--- src/rtl/txring_walker.sv ---
module txring_walker #(
  parameter int AW         = 32,
  parameter int MAX_BUF    = 2048,
  parameter int MAX_FRAME  = 8192,
  parameter int DESC_BYTES = 32
) (
  input  logic          clk,
  input  logic          rst_n,
  input  logic          poll_i,
  input  logic          base_load_i,
  input  logic [AW-1:0] base_addr_i,
  output logic          mem_req_o,
  output logic          mem_we_o,
  output logic [AW-1:0] mem_addr_o,
  output logic [31:0]   mem_wdata_o,
  input  logic          mem_ack_i,
  input  logic [31:0]   mem_rdata_i,
  output logic          tx_valid_o,
  output logic [7:0]    tx_data_o,
  output logic          tx_last_o,
  input  logic          tx_ready_i,
  output logic          busy_o,
  output logic          frame_done_o,
  output logic          norm_sum_o
);
  localparam int FW = $clog2(MAX_FRAME + MAX_BUF + 1);
  localparam logic [11:0] MAXB = 12'(MAX_BUF);
  localparam logic [FW:0] MAXF = (FW+1)'(MAX_FRAME);
  localparam int OWN = 31, LAST = 29, EOR = 21;

  typedef enum logic [2:0] {S_IDLE, S_CTL, S_SIZE, S_ADDR, S_FILL, S_SEND, S_WB} st_t;
  st_t st;

  logic [AW-1:0] cur, bptr;
  logic [31:0]   ctl, word;
  logic [11:0]   rem;
  logic [FW-1:0] fsz;
  logic          pend, done_q;

  wire [11:0] len1 = mem_rdata_i[11:0];
  wire [11:0] len2 = mem_rdata_i[27:16];
  wire [FW:0] fsum = {1'b0, fsz} + (FW+1)'(len1);
  wire        bad  = (len1 > MAXB) || (len2 != 12'd0) || (fsum >= MAXF);

  assign busy_o      = st != S_IDLE;
  assign mem_req_o   = st inside {S_CTL, S_SIZE, S_ADDR, S_FILL, S_WB};
  assign mem_we_o    = st == S_WB;
  assign mem_wdata_o = {1'b0, ctl[30:0]};
  assign tx_valid_o  = st == S_SEND;
  assign tx_data_o   = word[{bptr[1:0], 3'b000} +: 8];
  assign tx_last_o   = tx_valid_o && ctl[LAST] && rem == 12'd1;
  assign frame_done_o = done_q;
  assign norm_sum_o   = done_q;

  always_comb begin
    case (st)
      S_SIZE:  mem_addr_o = cur + AW'(4);
      S_ADDR:  mem_addr_o = cur + AW'(8);
      S_FILL:  mem_addr_o = {bptr[AW-1:2], 2'b00};
      default: mem_addr_o = cur;
    endcase
  end

  always_ff @(posedge clk) begin
    if (!rst_n) begin
      st     <= S_IDLE;
      cur    <= '0;
      bptr   <= '0;
      ctl    <= '0;
      word   <= '0;
      rem    <= '0;
      fsz    <= '0;
      pend   <= 1'b0;
      done_q <= 1'b0;
    end else begin
      done_q <= st == S_WB && mem_ack_i && ctl[LAST];
      if (st != S_IDLE && poll_i) pend <= 1'b1;
      case (st)
        S_IDLE: begin
          if (base_load_i) cur <= base_addr_i;
          if (poll_i || pend) begin
            st   <= S_CTL;
            pend <= 1'b0;
            fsz  <= '0;
          end
        end
        S_CTL: if (mem_ack_i) begin
          ctl <= mem_rdata_i;
          st  <= mem_rdata_i[OWN] ? S_SIZE : S_IDLE;
        end
        S_SIZE: if (mem_ack_i) begin
          if (bad) st <= S_IDLE;
          else begin
            rem <= len1;
            fsz <= fsum[FW-1:0];
            st  <= S_ADDR;
          end
        end
        S_ADDR: if (mem_ack_i) begin
          bptr <= mem_rdata_i[AW-1:0];
          st   <= (rem == 12'd0) ? S_WB : S_FILL;
        end
        S_FILL: if (mem_ack_i) begin
          word <= mem_rdata_i;
          st   <= S_SEND;
        end
        S_SEND: if (tx_ready_i) begin
          rem  <= rem - 12'd1;
          bptr <= bptr + AW'(1);
          if (rem == 12'd1)          st <= S_WB;
          else if (bptr[1:0] == 2'd3) st <= S_FILL;
        end
        S_WB: if (mem_ack_i) begin
          cur <= ctl[EOR] ? base_addr_i : cur + AW'(DESC_BYTES);
          if (ctl[LAST]) fsz <= '0;
          st <= S_CTL;
        end
        default: st <= S_IDLE;
      endcase
    end
  end
endmodule

--- config.mk ---
export PLATFORM = sky130hd
export DESIGN_NAME = txring_walker
export DESIGN_NICKNAME = d
export VERILOG_FILES = /design/src/rtl/txring_walker.sv
export SDC_FILE = /design/constraint.sdc
export NUM_CORES = 1
export LEC_CHECK = 0
export BUFFER_PORTS_ARGS = -buffer_cell sky130_fd_sc_hd__buf_2
export CAP_MARGIN = 30
export CORE_MARGIN = 2
export CORE_UTILIZATION = 47
export CTS_CLUSTER_SIZE = 28
export DETAILED_ROUTE_END_ITERATION = 10
export GPL_TIMING_DRIVEN = 0
export HOLD_SLACK_MARGIN = 0.06
export PLACE_DENSITY = 0.68
export REMOVE_ABC_BUFFERS = 1
export SYNTH_ARGS = -nofsm -noshare
export SYNTH_HDL_FRONTEND = slang
export SYNTH_SLANG_ARGS = --single-unit
--- constraint.sdc ---
create_clock -name clk -period 7.25 [get_ports clk]
set_input_delay 1.0875 -clock clk [delete_from_list [all_inputs] [get_ports clk]]
set_output_delay 1.0875 -clock clk [all_outputs]
set_load 0.02 [all_outputs]
==> summary.txt <==
Run status
  • Status: finished, final reports clean

Setup path
  • Critical Path Sink Type: output pin
  • Most numerous cell on the critical path: o21ai_0
  • Crit Path Max Fanout: 23
  • CP top delay family: simple AND/OR/NAND/NOR gates
  • Arrival @ worst endpoint: approximately 3.6 ns
  • Cell chain of the critical path: nor2b_1 -> nand2_1 -> o2111ai_1 -> o21ai_0 -> o21ai_0 -> buf_2
  • Critical Path Start Type: register
  • Max stage delay on crit path: 0.78 ns
  • Crit Path Class: register to output pin
  • CP bufs+invs: 1
  • Slowest cell on the critical path: dfxtp_1
  • Worst EP required: roughly 6.2 ns

Placed design
  • Routability-driven placement congestion ratio: 0.885
  • Placement Setup Slack: 2.75 ns
  • DP HPWL: ~22000 um
  • Port buffer count: ~150
  • Number of instances in the placed design: roughly 1700

Routing
  • Total wire length: between 30000 and 40000 um
  • Drt pass-1 iters: 6
  • Routed WL per cell: roughly 19 um
  • Via count: approximately 10000
  • Antenna-violating nets left: 0
  • Iter 0 DRT Violations: a little under 1000
  • Drt drc: 0
  • DR vias/cell: slightly above 6

Clock network
  • Clock root buffer: clkbuf_16
  • CTS hold repair buffers: 0
  • PostCTS Resize Cnt: 0
  • Clk sink count: about 160
  • # Post-CTS Setup Buffers: 0
  • Total CTS buffers: 17
  • H-tree depth: 4
  • Clk_lat worst skew: between 0.4 and 0.5 ns
  • CTS tree: done
  • Clock Pin Slew Worst Setup and Hold Paths: 0.07 ns
  • Clock tree buffer depth: 2

Synthesis
  • Asr flop ratio synth: 0
  • Area share of the largest cell type after synthesis: 0.325
  • Area leader, netlist: dfxtp_1
  • Netlist Area Pre-Place: 9720 sq um
  • Synth top area cells: dfxtp_1 33%, nand2_1 10%, a21oi_1 9.2%
  • Post-synthesis sequential area ratio: 0.325
  • Post-Synthesis Cells: 1361
  • Post-synthesis area per instance: a little over 7 sq um
  • Seq cells post-synth: 158
  • EDFF count, synth: 0
  • Post-synth cell types: about 80
  • Yosys Warn Count: 0
  • Top_reg_cell synth: dfxtp_1

Timing
  • Final setup vio count: 0
  • Setup TNS: 0 ns
  • Final period util: 0.643
  • Final hold vios: 0
  • Fin. max-slew vios: 0
  • Crit path time final: 4.66 ns
  • RSZ-0062 raised after global routing: no
  • Headroom to the max-slew limit: 0.315
  • Worst Tran Pin Value: just over 1 ns
  • F_max: around 210 MHz
  • Setup Skew: 0.0107 ns
  • Final worst setup slack: between 2 and 3 ns

Power and ir drop
  • Clock share of power: 0.306
  • Maximum vdd drop: between 150 and 200 uV
  • Leak: roughly 4.3 nW
  • Sw Share: 0.398
  • Part of the power in registers: 0.366
  • Int Power: between 1.5 and 2 mW
  • Comb power frac: 0.328
  • NetSw: between 1 and 1.5 mW
  • P per Cell Area: about 270 nW/um^2

Global route
  • First-pass GRT wire length: approximately 50000 um
  • Largest net degree at the start of global routing: a little under 80
  • Initial antenna violation count: 0
  • Grt total ovfl: 0
  • Vias in the first global route: between 9000 and 10000
  • GRT Total Usage: 0.287

Flow run
  • Max-cap violations: 0

Die
  • Top Ports: around 150
  • Starting Density: 0.480
  • Die Span Y: 148 um
  • Die X: between 100 and 150 um
  • Rows: 52
  • DIE AREA: around 22000 sq um
  • Core area: a little over 20000 sq um

Cells and area
  • Area grow syn2layout: 15.8%
  • Finished Core Util: 0.556
  • Antenna cells: 0
  • Final nets: approximately 1500
  • Most frequent cells in the layout: 260 x nand2_1, 177 x a21oi_1, 158 x dfxtp_1, 147 x buf_2, 128 x nor2_1
  • Post-Layout Cell Count: roughly 1700
  • Share of layout cells above drive strength 1: 0.167
  • Most common cell after layout, fill and taps aside: nand2_1

Worst hold path
  • Min-Delay Path Class: register to register
## power groups by stage
stage	Clock (mW)	Combinational (mW)	Sequential, mW
after floorplan	0	0.638	1.11
after global placement	0	0.954	1.13
after detailed placement	0	0.989	1.13
after CTS	0.939	0.995	1.11
after global routing	0.978	1.09	1.13
final	0.931	1.00	1.12
## area by class of cell
type | count | area [sq um]
clock buffers | 19 | 443
clock inverters | 13 | 155
fillers | 1981 | 8980
inverters | 21 | 81.3
multi-input cells | 1079 | 6080
flip-flops and latches | 158 | 3160
well taps | 270 | 338
repair buffers | 161 | 991
## Yosys cell counts (all sizes together) (21+ instances only)
master  number
nand2      260
a21oi      179
dfxtp      158
nor2       133
o21ai       89
clkbuf      79
nand3       57
nor3        44
and3        27
buf         24
a22oi       21
inv         21
## registers in the layout, summed over array words and instances (netlist names)
name	cells
bptr	32
ctl	31
cur	32
frame_done_o	1
fsz	14
pend	1
rem	12
st	3
word	32
## worst paths after layout
kind | slack (ns) | to | cells past startpoint | start
hold / removal | 0.45 | cur[0]$_SDFFE_PN0P_ | 2 | cur[0]$_SDFFE_PN0P_
setup reg to reg | 3.10 | bptr[27]$_SDFFE_PN0P_ | 10 | st[0]$_SDFFE_PN0P_
setup / recovery | 2.59 | mem_addr_o[17] | 6 | st[1]$_SDFFE_PN0P_
hold reg to reg | 0.45 | cur[0]$_SDFFE_PN0P_ | 2 | cur[0]$_SDFFE_PN0P_
## worst reg2reg max path, stage by stage, from the launching register on
cell and delay, ns:
dfxtp_1 0.99, nand2_1 0.09, or2_2 0.56, inv_1 0.63, buf_16 0.24, nand2_1 0.17
nand2_1 0.53, buf_8 0.24, and2_1 0.22, a211oi_1 0.09, a311oi_1 0.28
## per-layer routing
layer | vias to the layer above | GRT usage | part of all wire
met5 | - | 0 | 0
met4 | 0 | 0.0731 | 0.015
met3 | 41 | 0.0377 | 0.087
met2 | 477 | 0.464 | 0.46
met1 | 4892 | 0.407 | 0.44
li1 | 5061 | - | -
## logic make-up after synthesis
group,share of synthesized area
buffers and inverters,0.0503
multiplexers,0.0331
flip-flops,0.325
AND/OR/NAND/NOR,0.287
other,0.000386
AO/OA/AOI/OAI,0.261
adder cells (fa/ha/maj),0.0252
XOR/XNOR,0.0170
## per-stage QoR
stage               power (mW)  instance area (sq um)  hold WS, ns
floorplan                 1.75                   9310        0.427
global route              3.20                  11300        0.469
detailed placement        2.12                  10700        0.440
finish                    3.05                  11300        0.448
global placement          2.08                  10400        0.435
CTS                       3.04                  11300        0.449
(Power assumes the default switching activity.)
